--- config.mk ---
export PLATFORM = sky130hd
export DESIGN_NAME = norSequencer
export DESIGN_NICKNAME = d
export VERILOG_FILES = /design/src/rtl/norSeqPkg.sv /design/src/rtl/norSeqPath.sv /design/src/rtl/norSeqCtrl.sv /design/src/rtl/norSequencer.sv
export SDC_FILE = /design/constraint.sdc
export NUM_CORES = 1
export LEC_CHECK = 0
export BUFFER_PORTS_ARGS = -buffer_cell sky130_fd_sc_hd__clkbuf_2
export CAP_MARGIN = 20
export CORE_MARGIN = 2
export CORE_UTILIZATION = 45
export DETAILED_ROUTE_END_ITERATION = 10
export MAX_ROUTING_LAYER = met4
export PLACE_DENSITY = 0.72
export SLEW_MARGIN = 20
export SYNTH_ARGS = -nofsm -noshare
export SYNTH_HDL_FRONTEND = slang
export SYNTH_SLANG_ARGS = --single-unit
export TNS_END_PERCENT = 20
--- constraint.sdc ---
create_clock -name clk -period 6.16 [get_ports clk]
set_clock_uncertainty 0.2 [all_clocks]
set_input_delay 1.232 -clock clk [delete_from_list [all_inputs] [get_ports clk]]
set_output_delay 1.232 -clock clk [all_outputs]
set_load 0.02 [all_outputs]
--- src/rtl/norSeqPkg.sv ---
package norSeqPkg;

  typedef enum logic {OP_PROG = 1'b0, OP_ERASE = 1'b1} seqOp_t;

  typedef enum logic [2:0] {
    S_IDLE, S_WRITE, S_PDELAY, S_RD_ISSUE, S_RD_WAIT, S_EVAL, S_PAUSE, S_RESET_WR
  } seqState_t;

  // strobes from control to datapath
  typedef struct packed {
    logic       load;
    logic       wrStb;
    logic [2:0] wrIdx;
    logic       rstStb;
    logic       rdStb;
    logic       capture;
    logic       dlyClr;
    logic       pollClr;
    logic       nextSector;
  } seqStrobe_t;

  typedef struct packed {
    logic        useTarget;
    logic        useData;
    logic [11:0] wordOfs;
    logic [7:0]  code;
  } busCmd_t;

  localparam logic [31:0] ERASE_DONE_MASK = 32'h8080_8080;
  localparam logic [7:0]  CODE_RESET      = 8'hF0;

  function automatic logic [31:0] laneCode(input logic [7:0] c);
    return {8'h00, c, 8'h00, c};
  endfunction

  function automatic busCmd_t cmdFor(input seqOp_t op, input logic [2:0] idx);
    busCmd_t r;
    r = '{useTarget: 1'b0, useData: 1'b0, wordOfs: 12'h555, code: 8'hAA};
    case (idx)
      3'd1: begin r.wordOfs = 12'h2AA; r.code = 8'h55; end
      3'd2: r.code = (op == OP_PROG) ? 8'hA0 : 8'h80;
      3'd3: if (op == OP_PROG) begin r.useTarget = 1'b1; r.useData = 1'b1; end
      3'd4: begin r.wordOfs = 12'h2AA; r.code = 8'h55; end
      3'd5: begin r.useTarget = 1'b1; r.code = 8'h30; end
      default: ;
    endcase
    return r;
  endfunction

endpackage

--- src/rtl/norSeqPath.sv ---
module norSeqPath
  import norSeqPkg::*;
#(
  parameter int ADDR_W       = 24,
  parameter int SECTOR_SHIFT = 17,
  parameter int TICK_DIV     = 4,
  parameter int READ_LAT     = 2,
  parameter int DLY_W        = 8,
  parameter int CNT_W        = 14
) (
  input  logic              clk,
  input  logic              rstN,
  input  seqStrobe_t        st,
  input  logic              hostOp,
  input  logic [ADDR_W-1:0] hostAddr,
  input  logic [31:0]       hostData,
  input  logic [31:0]       memRdData,
  output logic [ADDR_W-1:0] memAddr,
  output logic [31:0]       memWrData,
  output logic              memWrEn,
  output logic              memRdEn,
  output seqOp_t            opQ,
  output logic              eraseBad,
  output logic              eraseZero,
  output logic              lastSector,
  output logic [DLY_W-1:0]  dlyCnt,
  output logic [CNT_W-1:0]  readCnt,
  output logic              stable,
  output logic              match,
  output logic              statusOk,
  output logic              latDone
);
  localparam int SEC_W = ADDR_W - SECTOR_SHIFT + 1;
  localparam int LAT_W = $clog2(READ_LAT + 1);
  localparam logic [32:0] DEV_END = 33'(1) << ADDR_W;
  localparam logic [ADDR_W-1:0] SECTOR_STEP = ADDR_W'(1) << SECTOR_SHIFT;

  logic [ADDR_W-1:0] addrQ;
  logic [31:0]       dataQ, lastQ, prevQ;
  logic [SEC_W-1:0]  sectorsQ;
  logic [LAT_W-1:0]  latCnt;
  logic [32:0]       endSum;
  logic              tick;
  busCmd_t           cmd;

  // request validation
  always_comb begin
    endSum    = 33'(hostAddr) + 33'(hostData);
    eraseBad  = (|hostAddr[SECTOR_SHIFT-1:0]) || (|hostData[SECTOR_SHIFT-1:0]) ||
                (endSum > DEV_END);
    eraseZero = (hostData == 32'd0);
  end

  always_ff @(posedge clk) begin
    if (!rstN) begin
      opQ <= OP_PROG; addrQ <= '0; dataQ <= '0; sectorsQ <= '0;
    end else if (st.load) begin
      opQ      <= seqOp_t'(hostOp);
      addrQ    <= hostAddr;
      dataQ    <= hostData;
      sectorsQ <= hostData[SECTOR_SHIFT +: SEC_W];
    end else if (st.nextSector) begin
      addrQ    <= addrQ + SECTOR_STEP;
      sectorsQ <= sectorsQ - 1'b1;
    end
  end

  // tick prescaler variant chosen by parameter
  generate
    if (TICK_DIV == 1) begin : g_noPresc
      assign tick = 1'b1;
    end else begin : g_presc
      localparam int PW = $clog2(TICK_DIV);
      logic [PW-1:0] prescQ;
      always_ff @(posedge clk) begin
        if (!rstN || st.dlyClr) prescQ <= '0;
        else if (prescQ == PW'(TICK_DIV - 1)) prescQ <= '0;
        else prescQ <= prescQ + 1'b1;
      end
      assign tick = (prescQ == PW'(TICK_DIV - 1));
    end
  endgenerate

  always_ff @(posedge clk) begin
    if (!rstN || st.dlyClr) dlyCnt <= '0;
    else if (tick && dlyCnt != '1) dlyCnt <= dlyCnt + 1'b1;
  end

  // read latency counter and capture
  always_ff @(posedge clk) begin
    if (!rstN) latCnt <= '0;
    else if (st.rdStb) latCnt <= LAT_W'(1);
    else if (st.capture) latCnt <= '0;
    else if (latCnt != '0 && latCnt != LAT_W'(READ_LAT)) latCnt <= latCnt + 1'b1;
  end
  assign latDone = (latCnt == LAT_W'(READ_LAT));

  always_ff @(posedge clk) begin
    if (!rstN) begin
      lastQ <= '0; prevQ <= '0; readCnt <= '0;
    end else if (st.pollClr) begin
      readCnt <= '0;
    end else if (st.capture) begin
      lastQ <= memRdData;
      prevQ <= lastQ;
      if (readCnt != '1) readCnt <= readCnt + 1'b1;
    end
  end

  assign stable     = (readCnt >= CNT_W'(3)) && (lastQ == prevQ);
  assign match      = (lastQ == dataQ);
  assign statusOk   = ((lastQ & ERASE_DONE_MASK) == ERASE_DONE_MASK);
  assign lastSector = (sectorsQ == SEC_W'(1));

  // bus port
  always_comb begin
    cmd       = cmdFor(opQ, st.wrIdx);
    memWrEn   = st.wrStb | st.rstStb;
    memRdEn   = st.rdStb;
    memAddr   = addrQ;
    memWrData = dataQ;
    if (st.rstStb) begin
      memWrData = laneCode(CODE_RESET);
    end else if (st.wrStb) begin
      if (!cmd.useTarget) memAddr = ADDR_W'({cmd.wordOfs, 2'b00});
      if (!cmd.useData)   memWrData = laneCode(cmd.code);
    end else if (st.rdStb && opQ == OP_ERASE) begin
      memAddr = '0;
    end
  end

  assert_no_rw_overlap_R12: assert property (@(posedge clk) disable iff (!rstN)
    !(memWrEn && memRdEn));
  assert_capture_on_latency_R12: assert property (@(posedge clk) disable iff (!rstN)
    st.capture |-> latDone);
  assert_read_wait_R12: assert property (@(posedge clk) disable iff (!rstN)
    st.rdStb |=> !latDone || (READ_LAT == 1));

endmodule

--- src/rtl/norSeqCtrl.sv ---
module norSeqCtrl
  import norSeqPkg::*;
#(
  parameter int PROG_DELAY    = 128,
  parameter int POLL_PAUSE    = 10,
  parameter int POLL_LIMIT    = 10000,
  parameter int ERASE_TIMEOUT = 200,
  parameter int DLY_W         = 8,
  parameter int CNT_W         = 14
) (
  input  logic             clk,
  input  logic             rstN,
  input  logic             hostReq,
  input  logic             hostOp,
  input  seqOp_t           opQ,
  input  logic             eraseBad,
  input  logic             eraseZero,
  input  logic             lastSector,
  input  logic [DLY_W-1:0] dlyCnt,
  input  logic [CNT_W-1:0] readCnt,
  input  logic             stable,
  input  logic             match,
  input  logic             statusOk,
  input  logic             latDone,
  output seqStrobe_t       st,
  output logic             busy,
  output logic             doneQ,
  output logic             errQ
);
  localparam logic [DLY_W-1:0] PD_LIM = DLY_W'(PROG_DELAY);
  localparam logic [DLY_W-1:0] PP_LIM = DLY_W'(POLL_PAUSE);
  localparam logic [DLY_W-1:0] ET_LIM = DLY_W'(ERASE_TIMEOUT);
  localparam logic [CNT_W-1:0] PL_LIM = CNT_W'(POLL_LIMIT);

  seqState_t stateQ, stateD;
  logic [2:0] idxQ, idxD;
  logic doneD, errD;
  logic [2:0] lastIdx;

  assign lastIdx = (opQ == OP_PROG) ? 3'd3 : 3'd5;
  assign busy    = (stateQ != S_IDLE);

  always_comb begin
    st     = '0;
    stateD = stateQ;
    idxD   = idxQ;
    doneD  = 1'b0;
    errD   = 1'b0;
    st.wrIdx = idxQ;
    case (stateQ)
      S_IDLE: if (hostReq) begin
        st.load = 1'b1;
        idxD    = 3'd0;
        if (hostOp == OP_ERASE && eraseBad)       errD = 1'b1;
        else if (hostOp == OP_ERASE && eraseZero) doneD = 1'b1;
        else                                      stateD = S_WRITE;
      end
      S_WRITE: begin
        st.wrStb = 1'b1;
        if (idxQ == lastIdx) begin
          st.dlyClr  = 1'b1;
          st.pollClr = 1'b1;
          stateD = (opQ == OP_PROG) ? S_PDELAY : S_RD_ISSUE;
        end else begin
          idxD = idxQ + 3'd1;
        end
      end
      S_PDELAY:   if (dlyCnt >= PD_LIM) stateD = S_RD_ISSUE;
      S_RD_ISSUE: begin st.rdStb = 1'b1; stateD = S_RD_WAIT; end
      S_RD_WAIT:  if (latDone) begin st.capture = 1'b1; stateD = S_EVAL; end
      S_EVAL: begin
        if (opQ == OP_PROG) begin
          if (stable || readCnt >= PL_LIM) begin
            if (match) begin doneD = 1'b1; stateD = S_IDLE; end
            else stateD = S_RESET_WR;
          end else if (readCnt >= CNT_W'(3)) begin
            st.dlyClr = 1'b1;
            stateD = S_PAUSE;
          end else begin
            stateD = S_RD_ISSUE;
          end
        end else begin
          if (statusOk) begin
            if (lastSector) begin doneD = 1'b1; stateD = S_IDLE; end
            else begin st.nextSector = 1'b1; idxD = 3'd0; stateD = S_WRITE; end
          end else if (dlyCnt >= ET_LIM) begin
            errD = 1'b1; stateD = S_IDLE;
          end else begin
            stateD = S_RD_ISSUE;
          end
        end
      end
      S_PAUSE:    if (dlyCnt >= PP_LIM) stateD = S_RD_ISSUE;
      S_RESET_WR: begin st.rstStb = 1'b1; errD = 1'b1; stateD = S_IDLE; end
      default:    stateD = S_IDLE;
    endcase
  end

  always_ff @(posedge clk) begin
    if (!rstN) begin
      stateQ <= S_IDLE; idxQ <= '0; doneQ <= 1'b0; errQ <= 1'b0;
    end else begin
      stateQ <= stateD; idxQ <= idxD; doneQ <= doneD; errQ <= errD;
    end
  end

  assert_pulse_exclusive_R2: assert property (@(posedge clk) disable iff (!rstN)
    !(doneQ && errQ));
  assert_pulse_when_idle_R2: assert property (@(posedge clk) disable iff (!rstN)
    (doneQ || errQ) |-> !busy);
  assert_accept_on_req_R2: assert property (@(posedge clk) disable iff (!rstN)
    $rose(busy) |-> $past(hostReq));
  assert_read_before_delay_R4: assert property (@(posedge clk) disable iff (!rstN)
    (stateQ == S_PDELAY && st.rdStb) |-> 1'b0);

endmodule

--- src/rtl/norSequencer.sv ---
module norSequencer
  import norSeqPkg::*;
#(
  parameter int ADDR_W        = 24,
  parameter int SECTOR_SHIFT  = 17,
  parameter int TICK_DIV      = 4,
  parameter int READ_LAT      = 2,
  parameter int PROG_DELAY    = 128,
  parameter int POLL_PAUSE    = 10,
  parameter int POLL_LIMIT    = 10000,
  parameter int ERASE_TIMEOUT = 200
) (
  input  logic              clk,
  input  logic              rstN,
  input  logic              hostReq,
  input  logic              hostOp,
  input  logic [ADDR_W-1:0] hostAddr,
  input  logic [31:0]       hostData,
  output logic              hostBusy,
  output logic              hostDone,
  output logic              hostErr,
  output logic [ADDR_W-1:0] memAddr,
  output logic [31:0]       memWrData,
  output logic              memWrEn,
  output logic              memRdEn,
  input  logic [31:0]       memRdData
);
  localparam int DLY_MAX0 = (PROG_DELAY > POLL_PAUSE) ? PROG_DELAY : POLL_PAUSE;
  localparam int DLY_MAX  = (DLY_MAX0 > ERASE_TIMEOUT) ? DLY_MAX0 : ERASE_TIMEOUT;
  localparam int DLY_W    = $clog2(DLY_MAX + 2);
  localparam int CNT_W    = $clog2(POLL_LIMIT + 2);

  seqStrobe_t       st;
  seqOp_t           opQ;
  logic             eraseBad, eraseZero, lastSector, stable, match, statusOk, latDone;
  logic [DLY_W-1:0] dlyCnt;
  logic [CNT_W-1:0] readCnt;

  norSeqCtrl #(
    .PROG_DELAY(PROG_DELAY), .POLL_PAUSE(POLL_PAUSE), .POLL_LIMIT(POLL_LIMIT),
    .ERASE_TIMEOUT(ERASE_TIMEOUT), .DLY_W(DLY_W), .CNT_W(CNT_W)
  ) ctrl (
    .clk(clk), .rstN(rstN), .hostReq(hostReq), .hostOp(hostOp), .opQ(opQ),
    .eraseBad(eraseBad), .eraseZero(eraseZero), .lastSector(lastSector),
    .dlyCnt(dlyCnt), .readCnt(readCnt), .stable(stable), .match(match),
    .statusOk(statusOk), .latDone(latDone), .st(st), .busy(hostBusy),
    .doneQ(hostDone), .errQ(hostErr)
  );

  norSeqPath #(
    .ADDR_W(ADDR_W), .SECTOR_SHIFT(SECTOR_SHIFT), .TICK_DIV(TICK_DIV),
    .READ_LAT(READ_LAT), .DLY_W(DLY_W), .CNT_W(CNT_W)
  ) path (
    .clk(clk), .rstN(rstN), .st(st), .hostOp(hostOp), .hostAddr(hostAddr),
    .hostData(hostData), .memRdData(memRdData), .memAddr(memAddr),
    .memWrData(memWrData), .memWrEn(memWrEn), .memRdEn(memRdEn), .opQ(opQ),
    .eraseBad(eraseBad), .eraseZero(eraseZero), .lastSector(lastSector),
    .dlyCnt(dlyCnt), .readCnt(readCnt), .stable(stable), .match(match),
    .statusOk(statusOk), .latDone(latDone)
  );

  assert_bus_only_busy_R12: assert property (@(posedge clk) disable iff (!rstN)
    (memWrEn || memRdEn) |-> hostBusy);
  assert_reject_no_busy_R11: assert property (@(posedge clk) disable iff (!rstN)
    hostErr |-> !hostBusy);

endmodule

; Word-level counts from Yosys, hierarchy flattened
; Cells that the tools add are included.
[word_totals]
reg_bits = 163
inputBits = 92
out_inout_bits = 61
[classes]
add_sub_neg = 8
order_cmp = 6
eq_ne = 33
muxes = 75
bitwise = 3
reduce_logical = 28
[ops]
columns = cell, n
row1 = $mux 24, 6
row2 = $mux 32, 3
row3 = $eq 32x32->1, 2
row4 = $mux 3, 17
row5 = $mux 1, 34
row6 = $reduce_or 17->1, 2
row7 = $add 24x32->33, 1
row8 = $gt 33x25->1 const B, 1
row9 = $logic_not 32->1, 1
row10 = $add 24x18->24 const B, 1
row11 = $pmux 3 s8, 1
row12 = $pmux 8 s3, 1
row13 = $eq 3x3->1 const B, 6
row14 = $ge 8x8->1 const B, 2
row15 = $mux 8, 2
row16 = $add 14x1->14 const B, 1
row17 = $ge 14x14->1 const B, 1
row18 = $ge 14x2->1 const B, 1
row19 = $ne 14x14->1 const B, 1
row20 = $eq 3x2->1 const B, 4
row21 = $ne 2x1->1 const B, 6
row22 = $ne 2x2->1 const B, 6
row23 = $mux 11, 1
row24 = $pmux 3 s3, 1
row25 = other kinds (28), 51

; Longest topological paths before layout
[depth]
depth_word = 8
mapped_depth = 12

; By module
; A second synthesis with hierarchy kept.
[hier_totals]
hier_cells = 1257
area_unflattened_um2 = 10173.5
[by_module_without_submodules]
columns = module, instances, cells_per_inst, area_each_um2, seq_area_each_um2
row1 = norSeqPath, 1, 1155, 9401.5, 3103.0
row2 = norSeqCtrl, 1, 102, 772.0, 160.2

; Worst setup path before layout
; OpenSTA, ideal clock, no wires.
[synth_path]
kind = input port to flip-flop
startpoint = input port hostAddr[0]
endpoint = register ctrl.stateQ[0]
setup_time_ns = 0.069
arrival_time_ns = 3.749
slack_ns = 2.143
cell_stages = 12
path_cell_list = ha_1 > fa_1 > a21o_1 > a221o_1 > o2111a_1 > o211ai_2 > nand2_2 > xor2_1 > a311oi_1 > nand4_1 > a31o_1 > o21ai_1
[synth_between]
elab_chain_cells = 6
[synth_rtl]
columns = element, line_no
row1 = start: declaration, norSequencer.sv:17  ; input logic [ADDR_W-1:0] hostAddr,
row2 = $add 24x32->33 or $reduce_or 17->1 (tied branches), "norSeqPath.sv:48, norSeqPath.sv:49"
row3 = $gt 33x25->1 or $logic_or 1x1->1 (tied branches), "norSeqPath.sv:50, norSeqPath.sv:49"
row4 = $logic_or 1x1->1 (*), norSeqPath.sv:49  ; eraseBad = (|hostAddr[SECTOR_SHIFT-1:0]) || (|hostData[SECTOR_SHIFT-1:0]) ||
row5 = $logic_and 1x1->1 (*), norSeqCtrl.sv:54  ; if (hostOp == OP_ERASE && eraseBad) errD = 1'b1;
row6 = $ne 2x2->1 (no source line) (*), --
row7 = $reduce_and 7->1 (no source line) (*), --
row8 = end signal: assignment, norSeqCtrl.sv:103  ; stateQ <= stateD; idxQ <= idxD; doneQ <= doneD; errQ <= errD;
row9 = end: declaration, norSeqCtrl.sv:35  ; seqState_t stateQ, stateD;
; Mark *: on every way between the ends. The rest lies on a longest branch, timed or not.
; A chain may end at the register's enable or synchronous reset.

; Worst setup path after layout
[layout_path]
startpoint = register ctrl.stateQ[0]
endpoint = output port memWrData[1]
[layout_between]
elab_chain_cells = 4
[layout_rtl]
columns = element, line_no
row1 = $eq 3x1->1, norSeqCtrl.sv:50  ; case (stateQ)
row2 = $mux 1, norSeqCtrl.sv:50
row3 = $mux 32, norSeqPath.sv:124  ; end else if (st.wrStb) begin
row4 = $mux 32 (*), norSeqPath.sv:122  ; if (st.rstStb) begin
row5 = end: declaration, norSequencer.sv:23  ; output logic [31:0] memWrData,
; Marks and branches as above.

==> impl_summary.md <==
Synthesis
After synthesis the cells add up to 10,020 um^2. Counting flops with a built-in enable in the synthesized netlist gives 0. After synthesis the netlist holds a flip-flop and latch count of 163. Yosys printed 0 warnings. The post-synthesis average cell area is 7.497 um^2.

The post-synthesis cell type count is 71. The fraction of registers with async set or reset after synthesis is 0. The net count of the mapped netlist is 1,469. The part of the Yosys area used for sequential elements is 0.3256. Synthesis produced 1,337 cells. The flip-flop cell with the highest count after synthesis is sky130_fd_sc_hd__dfxtp_1.

Power and ir drop
The reported net switching power is 1398 uW. Of the total power, the clock network draws 0.313. Of the total power, combinational logic draws 0.345.

Total power for the finished layout comes to 3603 uW. The highest ir drop seen on vdd is 0.0002633 V. The switching part of the total power is 0.3880. The leakage power figure is 0.004699 uW.

Of the total power, registers draw 0.342. In this run the power density over the cells is 312.3 nW/um^2. The internal power summed over all cells is 2205 uW.

Final layout
The area occupied by registers is 3263 um^2. The area of the multi-input gates is 6380 um^2. The fraction of final layout cells sized beyond drive strength 1 is 0.1436. The most common cell after layout, fill and taps aside is sky130_fd_sc_hd__nand2_1. After filler insertion, the fill cell instance count of the layout stands at 2,113. The post-route core utilization is 0.5288. The number of inserted diodes is 0. The relative area change from synthesis to final layout is 15.13%. In the layout the commonest cells are sky130_fd_sc_hd__nand2_1, sky130_fd_sc_hd__dfxtp_1, sky130_fd_sc_hd__clkbuf_2. At the end of the flow, the number of nets in the layout was 1,574.

Worst setup path
The most critical setup path has its startpoint at ctrl.stateQ[0]. The flop-to-flop setup slack is 3070 ps. The startpoint class of the critical path is a flop. The element type at the critical path end is an output pin. STA puts the critical path data required time at 4730 ps. In this run the worst path has a maximum fanout of 29.

The critical path arrival is 3450 ps. The worst setup path is of the flop to output pin kind. The launch point of the worst reg-to-reg path is path.lastQ[18].

Clock tree
After clock tree synthesis, the flow added hold-fix buffers numbering 0. The total CTS buffers is 17. The post-CTS clock slew at the launch and capture registers of the worst setup and hold paths is 60 ps. Post-CTS repair changed the size of 0 cells. CTS saw 163 sinks. The longest clock path from root to sink contains 2 buffers. CTS built an H-tree with a depth of 4. The number of setup buffers added after CTS is 0.

At the later pin of the worst-skew pair, clock insertion delay measures 430 ps. TritonCTS built the clock tree. The buffer type at the clock tree root is sky130_fd_sc_hd__clkbuf_16.

STA
In this run the tightest slew margin relative to its limit is 0.2502. The final worst-path cycle share is 0.7922. The total count of hold-check failures in the final report is 0. The worst-margin pin slew is 1114 ps. Setup repair after global routing left no endpoint under its margin. The clock period could shrink to 4880 ps. The final setup violation count is 0. Setup total negative slack on the finished layout was measured at 0 ps. Derived from the worst setup path, the maximum achievable clock frequency is 0.2049 GHz. The worst hold slack after final layout is 231.7 ps. The final count of pins violating max slew is 0.

Worst hold path
The startpoint identified for the worst hold timing path is path.g_presc.prescQ[0]. The tightest min-delay check is of the flop to flop type.

GRT
Across every metal layer, demand over resource in global routing totals 0.2807. The pin count of the biggest net entering global routing is 100. The number of global-route vias before repair is 9,283. The number of antenna violations at the first check in global routing was 0. Global routing finished with a remaining overflow of 0.

The first global-routing pass estimated 51,180 um of wire.

Route
In the final routed layout, each cell accounts on average for 18.87 um. The number of iterations in the first detailed-routing pass is 5. The number of nets with antenna violations after detailed routing is 0. After the first detailed-routing iteration, the DRC count stood at 856. The number of vias per cell is 5.817. The routed via count is 10,092. In the routed design, unresolved DRC markers number 0. For this block, the routed nets add up to 32,740 um of wire.

Floorplan
The overall die area is 23,480 um^2. The number of top-level pins is 153. After floorplanning, the core was sized to cover 21,820 um^2. The starting density of the core is 0.4593.

The horizontal extent of the die is 153.2 um. From bottom edge to top edge, the die measures 153.2 um. The number of standard-cell rows in the floorplan is 54.

Placement
Routability-driven placement finished with a final weighted congestion of 1.036. The number of buffers inserted by port buffering is 152. The wire-length estimate of the detail-placed layout is 24,670 um.

Job
The number of max-capacitance violations reported is 0.

Run status
The flow ran to the end, and the final reports show no timing, DRC or antenna violations.
[cell usage after synthesis, types with 25 or more instances]
cell                       number  area, um^2
sky130_fd_sc_hd__nor4_1        25       156.4
sky130_fd_sc_hd__a21boi_0      88       660.6
sky130_fd_sc_hd__nand4_1       34       212.7
sky130_fd_sc_hd__nand2_1      310        1164
sky130_fd_sc_hd__clkbuf_1      63       236.5
sky130_fd_sc_hd__xor2_1        53       464.2
sky130_fd_sc_hd__a21oi_1       83       415.4
sky130_fd_sc_hd__o21ai_0       40       200.2
sky130_fd_sc_hd__ha_1          39       488.0
sky130_fd_sc_hd__dfxtp_1      163        3263
sky130_fd_sc_hd__inv_1         25       93.84
sky130_fd_sc_hd__nor2_1        91       341.6
sky130_fd_sc_hd__xnor2_1       52       455.4
sky130_fd_sc_hd__nand3_1       30       150.1
[cell type report]
class	count	area share
Tap cell	280	0.03036
Clock inverter	15	0.01659
Timing Repair Buffer	161	0.07178
Clock buffer	17	0.03686
Sequential cell	163	0.2828
Multi-Input combinational cell	1072	0.5529
Inverter	27	0.008782
[metrics by stage]
| stage | setup slack (ps) | area (um^2) | cells |
|---|---|---|---|
| floorplan | 2143 | 10020 | 1337 |
| global placement | 1603 | 10920 | 1703 |
| detailed placement | 1688 | 10920 | 1703 |
| CTS | 1311 | 11540 | 1735 |
| global route | 989.4 | 11540 | 1735 |
| finish | 1280 | 11540 | 1735 |
[registers in the layout (all words and copies together) (netlist names), 3 cells and up]
register and count:
path.dataQ 32, path.lastQ 32, path.prevQ 32, path.addrQ 24
path.readCnt 14, path.dlyCnt 8, path.sectorsQ 8, ctrl.idxQ 3
ctrl.stateQ 3
[layer usage]
metal / vias up / part of all wire / track usage
li1: 4873 / - / -
met1: 4754 / 0.45 / 0.3736
met2: 400 / 0.45 / 0.4226
met3: 65 / 0.066 / 0.05415
met4: 0 / 0.035 / 0.1058
met5: - / 0 / -
[cells by family (layout without fill, tap and decap cells)]
family          after synthesis  in the layout  synth area share
compound gates              332            332            0.2206
xor+xnor                    105            105           0.09175
fa+ha+maj                    40             40           0.05068
buf+inv                     102            220           0.03932
flops                       163            163            0.3256
mux                           3              3          0.003121
simple gates                592            592            0.2690
[critical path, cell delays in order (launching register included)]
cell and delay, ps:
sky130_fd_sc_hd__dfxtp_1 540, sky130_fd_sc_hd__inv_2 120, sky130_fd_sc_hd__nor3_1 390, sky130_fd_sc_hd__nand2b_1 110, sky130_fd_sc_hd__buf_4 240, sky130_fd_sc_hd__nor3b_2 530
sky130_fd_sc_hd__o21ai_0 470, sky130_fd_sc_hd__a21oi_1 390, sky130_fd_sc_hd__clkbuf_2 230
[path summary, 6_finish.rpt]
path / cells after the start / to
worst max-delay path: 8 / memWrData[1]
worst min-delay path: 1 / path.g_presc.prescQ[0]
worst max register to register: 10 / ctrl.stateQ[0]
worst min register to register: 1 / path.g_presc.prescQ[0]
[power groups by stage]
stage	Sequential, uW	Clock (uW)	Combinational (uW)
after floorplan	1210	0	831
after global placement	1250	0	1220
after detailed placement	1250	0	1220
after CTS	1230	1140	1230
after global routing	1240	1190	1340
final	1230	1130	1240
Power figures use the tool's default switching activity.
